**config.mk**
```make
export PLATFORM = sky130hd
export DESIGN_NAME = bus_master_handover
export DESIGN_NICKNAME = d
export VERILOG_FILES = /design/src/rtl/bmh_pkg.sv /design/src/rtl/bmh_req_select.sv /design/src/rtl/bmh_window_timer.sv /design/src/rtl/bmh_owner_fsm.sv /design/src/rtl/bus_master_handover.sv
export SDC_FILE = /design/constraint.sdc
export NUM_CORES = 1
export LEC_CHECK = 0
export BUFFER_PORTS_ARGS = -buffer_cell sky130_fd_sc_hd__buf_2
export CORE_AREA = 2 2 39 41
export CTS_BUF_LIST = sky130_fd_sc_hd__clkbuf_8 sky130_fd_sc_hd__clkbuf_16
export CTS_CLUSTER_DIAMETER = 50
export DETAILED_ROUTE_END_ITERATION = 8
export DIE_AREA = 0 0 41 43
export PLACE_DENSITY = 0.6
export REMOVE_ABC_BUFFERS = 1
export SYNTH_ARGS = -nofsm -noshare
export SYNTH_HDL_FRONTEND = slang
export SYNTH_SLANG_ARGS = --single-unit
```
**constraint.sdc**
```tcl
create_clock -name clk -period 4.5 [get_ports clk]
set_input_delay 0.9 -clock clk [delete_from_list [all_inputs] [get_ports clk]]
set_output_delay 0.9 -clock clk [all_outputs]
set_load 0.01 [all_outputs]
```
**src/rtl/bmh_pkg.sv**
```systemverilog
package bmh_pkg;

    typedef enum logic [2:0] {
        ST_IDLE    = 3'd0,
        ST_HOLD    = 3'd1,
        ST_WINDOW  = 3'd2,
        ST_OWNED   = 3'd3,
        ST_RELEASE = 3'd4
    } bmh_state_e;

    typedef struct packed {
        logic hold_req;
        logic aen;
        logic drv_en;
        logic dack_on;
    } bmh_ctl_t;

    function automatic int idx_w(int n);
        return (n > 1) ? $clog2(n) : 1;
    endfunction

    function automatic bmh_ctl_t ctl_of(bmh_state_e s);
        bmh_ctl_t c;
        c.hold_req = (s != ST_IDLE);
        c.aen      = (s == ST_WINDOW);
        c.drv_en   = !((s == ST_OWNED) || (s == ST_RELEASE));
        c.dack_on  = (s == ST_WINDOW) || (s == ST_OWNED);
        return c;
    endfunction

endpackage

```
**src/rtl/bmh_req_select.sv**
```systemverilog
module bmh_req_select
    import bmh_pkg::*;
#(
    parameter int NUM_CH = 4,
    localparam int CH_W = idx_w(NUM_CH)
) (
    input  logic [NUM_CH-1:0] dreq,
    input  logic [NUM_CH-1:0] cascade_en,
    output logic              any_valid,
    output logic [CH_W-1:0]   sel_idx
);

    logic [NUM_CH-1:0] eligible;

    for (genvar g = 0; g < NUM_CH; g++) begin : g_mask
        assign eligible[g] = dreq[g] & cascade_en[g];
    end

    assign any_valid = |eligible;

    // lowest index has priority
    always_comb begin
        sel_idx = '0;
        for (int i = NUM_CH - 1; i >= 0; i--) begin
            if (eligible[i]) sel_idx = CH_W'(i);
        end
    end

endmodule

```
**src/rtl/bmh_window_timer.sv**
```systemverilog
module bmh_window_timer #(
    parameter int WINDOW = 4,
    localparam int CW = $clog2(WINDOW + 1)
) (
    input  logic clk,
    input  logic rst,
    input  logic run,
    output logic expired
);

    logic [CW-1:0] cnt;

    always_ff @(posedge clk) begin
        if (rst || !run) begin
            cnt <= '0;
        end else if (cnt != CW'(WINDOW - 1)) begin
            cnt <= cnt + 1'b1;
        end
    end

    assign expired = run && (cnt == CW'(WINDOW - 1));

    p_count_advance_r5: assert property (@(posedge clk) disable iff (rst)
        (run && !expired) |=> (!run || (cnt == $past(cnt) + 1'b1)));

    p_fresh_window_r5: assert property (@(posedge clk) disable iff (rst)
        !run |=> (cnt == '0));

endmodule

```
**src/rtl/bmh_owner_fsm.sv**
```systemverilog
module bmh_owner_fsm
    import bmh_pkg::*;
#(
    parameter int NUM_CH = 4,
    localparam int CH_W = idx_w(NUM_CH)
) (
    input  logic              clk,
    input  logic              rst,
    input  logic              any_valid,
    input  logic [CH_W-1:0]   sel_idx,
    input  logic [NUM_CH-1:0] dreq,
    input  logic              host_ack,
    input  logic              master_in,
    input  logic              expired,
    output bmh_state_e        state,
    output logic [CH_W-1:0]   ch_q,
    output logic              sel_req
);

    bmh_state_e nxt;

    assign sel_req = dreq[ch_q];

    always_comb begin
        nxt = state;
        unique case (state)
            ST_IDLE:    if (any_valid) nxt = ST_HOLD;
            ST_HOLD: begin
                if (!sel_req)      nxt = ST_IDLE;
                else if (host_ack) nxt = ST_WINDOW;
            end
            ST_WINDOW: begin
                if (!sel_req)       nxt = ST_IDLE;
                else if (master_in) nxt = ST_OWNED;
                else if (expired)   nxt = ST_IDLE;
            end
            ST_OWNED:   if (!sel_req) nxt = ST_RELEASE;
            ST_RELEASE: nxt = ST_IDLE;
            default:    nxt = ST_IDLE;
        endcase
    end

    always_ff @(posedge clk) begin
        if (rst) begin
            state <= ST_IDLE;
            ch_q  <= '0;
        end else begin
            state <= nxt;
            if (state == ST_IDLE && any_valid) ch_q <= sel_idx;
        end
    end

    p_release_single_r7: assert property (@(posedge clk) disable iff (rst)
        (state == ST_RELEASE) |=> (state == ST_IDLE));

    p_master_ignored_r9: assert property (@(posedge clk) disable iff (rst)
        ((state == ST_IDLE) || (state == ST_HOLD)) |=> (state != ST_OWNED));

    p_claim_wins_r11: assert property (@(posedge clk) disable iff (rst)
        (state == ST_WINDOW && sel_req && master_in) |=> (state == ST_OWNED));

    p_drop_aborts_r8: assert property (@(posedge clk) disable iff (rst)
        ((state == ST_HOLD || state == ST_WINDOW) && !sel_req) |=> (state == ST_IDLE));

    p_own_persist_r6: assert property (@(posedge clk) disable iff (rst)
        (state == ST_OWNED && sel_req) |=> (state == ST_OWNED));

endmodule

```
**src/rtl/bus_master_handover.sv**
```systemverilog
module bus_master_handover
    import bmh_pkg::*;
#(
    parameter int NUM_CH = 4,
    parameter int WINDOW = 4,
    localparam int CH_W = idx_w(NUM_CH)
) (
    input  logic              clk,
    input  logic              rst,
    input  logic [NUM_CH-1:0] cascade_en,
    input  logic [NUM_CH-1:0] dreq,
    input  logic              host_hold_ack,
    input  logic              card_master,
    output logic              host_hold_req,
    output logic [NUM_CH-1:0] dack,
    output logic              aen,
    output logic              bus_drv_en
);

    logic            any_valid;
    logic [CH_W-1:0] sel_idx;
    logic [CH_W-1:0] ch_q;
    logic            sel_req;
    logic            expired;
    bmh_state_e      state;
    bmh_ctl_t        ctl;

    bmh_req_select #(.NUM_CH(NUM_CH)) u_select (
        .dreq       (dreq),
        .cascade_en (cascade_en),
        .any_valid  (any_valid),
        .sel_idx    (sel_idx)
    );

    bmh_window_timer #(.WINDOW(WINDOW)) u_timer (
        .clk     (clk),
        .rst     (rst),
        .run     (state == ST_WINDOW),
        .expired (expired)
    );

    bmh_owner_fsm #(.NUM_CH(NUM_CH)) u_fsm (
        .clk       (clk),
        .rst       (rst),
        .any_valid (any_valid),
        .sel_idx   (sel_idx),
        .dreq      (dreq),
        .host_ack  (host_hold_ack),
        .master_in (card_master),
        .expired   (expired),
        .state     (state),
        .ch_q      (ch_q),
        .sel_req   (sel_req)
    );

    assign ctl           = ctl_of(state);
    assign host_hold_req = ctl.hold_req;
    assign aen           = ctl.aen;
    assign bus_drv_en    = ctl.drv_en;

    for (genvar g = 0; g < NUM_CH; g++) begin : g_dack
        assign dack[g] = ctl.dack_on && (ch_q == CH_W'(g));
    end

    p_dack_onehot_r3: assert property (@(posedge clk) disable iff (rst)
        $onehot0(dack));

    p_dack_needs_hold_r3: assert property (@(posedge clk) disable iff (rst)
        (|dack) |-> host_hold_req);

    p_owned_quiet_r4: assert property (@(posedge clk) disable iff (rst)
        (!bus_drv_en && (|dack)) |-> !aen);

    p_noncascade_r2: assert property (@(posedge clk) disable iff (rst)
        (!host_hold_req && ((dreq & cascade_en) == '0)) |=> !host_hold_req);

    p_cancel_r5: assert property (@(posedge clk) disable iff (rst)
        (aen && expired && !card_master) |=> (!host_hold_req && bus_drv_en && dack == '0));

    p_release_gap_r7: assert property (@(posedge clk) disable iff (rst)
        (!bus_drv_en && (|dack) && !sel_req) |=> (!bus_drv_en && dack == '0 && host_hold_req));

    p_reset_idle_r10: assert property (@(posedge clk)
        $past(rst) |-> (!host_hold_req && bus_drv_en && !aen && dack == '0));

endmodule

```
# Yosys cells after proc, flatten, opt, wreduce, memory -nomap -nowiden
# Cells that the tools add are included.
# word_totals
input_bits	12
out_inout_bits	7
word_cells	52
reg_bits	8
# classes
mux	14
order_cmp	1
n_eq_ne	13
bitwise	4
n_addsub	1
reduce_logical	16
# ops
op	count
two-way mux 3 bit	7
case mux 3 bit (4 select lines)	1
== test 3 x 2 -> 1 bit (second input constant)	3
two-way mux 2 bit	4
logical AND 1 bit	6
bitwise AND 1 bit	4
== test 2 bit (second input constant)	2
!= test 4 bit (second input constant)	1
AND reduction 4 bit	1
OR reduction 4 bit	1
adder 3 x 1 -> 3 bit (second input constant)	1
== test 3 x 1 -> 1 bit (second input constant)	1
== test 3 bit (second input constant)	1
zero test 3 bit	1
logical OR 1 bit	3
< comparator 2 x 3 -> 1 bit (second input constant)	1
!= test 3 x 2 -> 1 bit (second input constant)	1
!= test 3 bit (second input constant)	1
nonzero test 3 bit	1
binary-select mux 1 bit (select 2 bit)	1
== test 2 x 1 -> 1 bit (second input constant)	1
zero test 1 bit	2
zero test 2 bit	1
!= test 2 x 1 -> 1 bit (second input constant)	1
other kinds (2)	2

# Logic depth before layout (Yosys ltp)
# logic_depth
word_depth	6
depth_mapped	6
ltp_nobuf	6

# Cells and area by module
# From an unflattened synthesis, not the netlist that was laid out.
# unflattened
cells_unflattened	52
area_unflattened_um2	509.2
# modules_own_cells
module	area_per_inst_um2	cells_each	n_inst	seq_area_each_um2
bmh_owner_fsm	236.5	22	1	100.1
bmh_window_timer	148.9	14	1	60.1
bus_master_handover	76.3	9	1	0.0
bmh_req_select	47.5	7	1	0.0

# Least setup slack after synthesis
# OpenSTA, ideal clock, no wires.
# synth_timing
kind	input to register
startpoint	in dreq[3]
endpoint	reg u_fsm.state[0]
stages	4
path_slack_ns	2.640
n_path_buf	0
t_required_ns	4.384
arrival_ns	1.744
path_cell_list	mux4_2 -> a31oi_1 -> a211o_1 -> a21oi_1
# synth_between
elab_chain_cells	4
word_cells_on_any_way	12
# synth_rtl
element	line_no	rtl
start, declared	bus_master_handover.sv:11	input logic [NUM_CH-1:0] dreq,
binary-select mux 1 bit (select 2 bit) or bitwise AND 1 bit (tied branches)	bmh_owner_fsm.sv:22, bmh_req_select.sv:16	
two-way mux 1 bit (not written as such) or OR reduction 4 bit (tied branches)	bmh_owner_fsm.sv:22, bmh_req_select.sv:19	
!= test 4 bit (no line), or another cell as far along	--	
AND reduction 4 bit (no line) or case mux 3 bit (4 select lines) (tied branches)	--	
end signal, assigned	bmh_owner_fsm.sv:48	state <= nxt;
end, declared	bmh_owner_fsm.sv:15	output bmh_state_e state,
# Several ways; a longest one is shown, not always the timed one. The select of a mux whose other input is x is not followed.
# A chain may end at the register's enable or synchronous reset.

# Worst setup path after layout
# layout_timing
startpoint	reg u_fsm.state[1]
endpoint	out dack[3]
# layout_between
elab_chain_cells	3
word_cells_on_any_way	4
# layout_rtl
element	line_no	rtl
== test 3 x 2 -> 1 bit	bmh_pkg.sv:27	c.dack_on = (s == ST_WINDOW) || (s == ST_OWNED);
logical OR 1 bit *	bmh_pkg.sv:27	
logical AND 1 bit *	bus_master_handover.sv:62	assign dack[g] = ctl.dack_on && (ch_q == CH_W'(g));
end, declared	bus_master_handover.sv:15	output logic [NUM_CH-1:0] dack,
# Mark *: on every way between the ends. The rest lies on a longest branch, timed or not.

==> results.cfg <==
[global_routing]
grt_use_total = 0.1650
grt_max_degree = 10
grt_pass1_wl_um = 1876
grt_pass1_vias = 460
antenna_found_initial = 0
grt_overflow = 0

[yosys]
yosysMostFrequentCell = dfxtp_1
ys_warn_count = 0
synthSimpleGateAreaFrac = 0.2990
yosys-top-cells-count = 8 x dfxtp_1, 6 x nand2_1, 6 x nor2_1
ys_ff_latch = 8
synth_cells = 58
synth_flop_cell = dfxtp_1
synth_top_area_share = 0.3216
synth_cell_types = 27
synthMuxAreaShare = 0.06533
synth_xor_area_frac = 0.01759
async_flop_share = 0
synth-adder-area-share = 0.05025
synth_area_leaders = dfxtp_1 32%, ha_1 5.0%, nor4_1 5.0%
synth_seq_area_share = 0.3216
synth_compound_area_frac = 0.1784
synth_top_family_by_area = simple AND/OR/NAND/NOR gates
synth-edff-count = 0
synth_area_um2 = 498.0
syn_area_per_cell_um2 = 8.586
synth_top_cell_by_area = dfxtp_1

[power]
p_clk_frac = 0.410
internal-power_uw = 154.8
combPwrFrac = 0.203
power.leakage_nw = 0.2944
seq_power_share = 0.387
switching_power_uw = 60.64
power.density_nw_per_um2 = 343.7
switching_share = 0.2814
ir_worst_vdd_mv = 0.1586

[route]
wl_per_cell_um = 12.34
drt_pre_antenna_iters = 4
num_vias = 511
detail_route.iter0.violations = 24
routed_wl_um = 1148
viasPerCell = 5.495
route.detailed.drc = 0
antenna_left = 0

[placement]
hpwl_um = 876.5
gp_congestion = 0.7822
port_buffers = 18
placed_area_um2 = 585.6

[timing]
tightest_slew_ns = 0.3370
hold_violations = 0
rsz0062_at_grt = false
clock.fmax_mhz = 450.8
fin_crit_ns = 2.218
maxSlewHeadroom = 0.7749
fin_worst_skew_ns = 0.003837
whs_ns = 0.5549
final.setup.tns_ns = 0
fin_crit_sh = 0.4929
slew_viol_final = 0
setup_viol = 0

[cells_and_area]
syn_to_final_growth_pct = 25.88
antenna_cells = 0
final_cell_area_um2 = 626.9
drive_gt1_frac = 0.3117
n_fill_cell = 146
nets = 93

[clock_tree]
clockRootBuffer = clkbuf_8
clk_pin_slew_ns = 0.04
clk_latency_ns = 0.23
postCtsHoldBufs = 0
cts_setup_buffers = 0
cts_sinks = 8
clk_path_buf_depth = 2
post_cts_resized = 0
cts_tree = built
htree_levels = 1
cts_made_buffers = 3

[worst_setup_path]
critical_path_class = reg2out
cp_data_arrival_time_ns = 1.32
worstPathRequired_ns = 3.60
reg2reg_depth = 4
max_stage_delay_ns = 0.41
endpoint_kind = output port
path_max_fanout = 6
crit_path_cell_trace = nor2b_1 > and3_1 > buf_2
cpMaxStageDelayCell = dfxtp_1
start_kind = flop

[die]
rows = 14
die-height_um = 43
ios = 19
fp.coreArea_um2 = 1384
die_area_um2 = 1763
start_util = 0.3599
die_w_um = 41

[outcome]
outcome = finished clean

[run]
cap_violations = 0

[min_path]
min_delay_path_depth = 2
hold_path_class = reg2reg
[worst max-delay path, delay by kind of cell (launching register included)]
family	cells	cell delay, ns
buffers and inverters	1	0.12
AND/OR/NAND/NOR	2	0.55
flip-flops	1	0.41
[metal layers]
layer  vias to the layer above  global-route usage  part of all wire
met4                         0              0.1533             0.041
met3                         4             0.04712             0.049
met2                        22              0.2063              0.44
met1                       230              0.2136              0.47
li1                        255                   -                 -
met5                         -                   0                 0
[metrics by stage]
stage / instances / utilization / power (mW) / setup slack [ns]
6_report: 93 / 0.4530 / 0.2155 / 2.282
5_1_grt: 93 / 0.4530 / 0.2279 / 2.192
4_1_cts: 93 / 0.4530 / 0.2163 / 2.283
3_5_place_dp: 90 / 0.4231 / 0.1278 / 2.457
3_3_place_gp: 90 / 0.4231 / 0.1274 / 2.492
2_1_floorplan: 56 / - / 0.1113 / 2.640
[cell type report]
cell class	instances	area, µm²	area share
clock buffers	3	41.29	0.06587
inverters	3	11.26	0.01796
multi-input cells	45	304.0	0.4850
flip-flops and latches	8	160.2	0.2555
well taps	16	20.02	0.03194
repair buffers	18	90.09	0.1437
[registers in the layout, summed over array words and instances, names as in the netlist]
signal       cells
u_fsm.state      3
u_timer.cnt      3
u_fsm.ch_q       2
[cell families after synthesis]
logic type / Yosys count
AOI/OAI and AO/OA: 12
xor gates and xnor gates: 1
adders and majority gates: 2
buffers and inverters: 5
DFF: 8
muxes: 2
and+or+nand+nor: 28
[path summary, 6_finish.rpt]
path              slack, ns        endpoint      startpoint
setup / recovery       2.28         dack[3]  u_fsm.state[1]
hold / removal         0.55  u_timer.cnt[1]  u_timer.cnt[1]
setup reg to reg       2.98  u_fsm.state[0]   u_fsm.ch_q[0]
hold reg to reg        0.55  u_timer.cnt[1]  u_timer.cnt[1]
[power groups by stage]
stage | sequential [mW] | clock (mW) | combinational (mW)
after floorplan | 0.0822 | 0 | 0.0290
after global placement | 0.0845 | 0 | 0.0429
after detailed placement | 0.0843 | 0 | 0.0435
after CTS | 0.0831 | 0.0893 | 0.0439
after global routing | 0.0844 | 0.0946 | 0.0490
final | 0.0833 | 0.0884 | 0.0437
[placed cells by master, fill, tap and decap left out]
cell       n
a2111o_1   1
a211o_1    1
a21oi_1    2
a22oi_1    3
a31oi_1    1
a32oi_1    1
and2_1     1
and3_1     2
and3b_1    1
buf_2     18
clkbuf_8   3
dfxtp_1    8
ha_1       2
inv_1      3
mux2i_1    1
mux4_2     1
nand2_1    6
nand2b_1   1
nand3_1    1
nor2_1     6
nor2b_1    1
nor3_1     3
nor3b_1    1
nor4_1     4
o21ai_0    2
o221a_2    1
or3_4      1
xor2_1     1
Power figures use the tool's default switching activity.
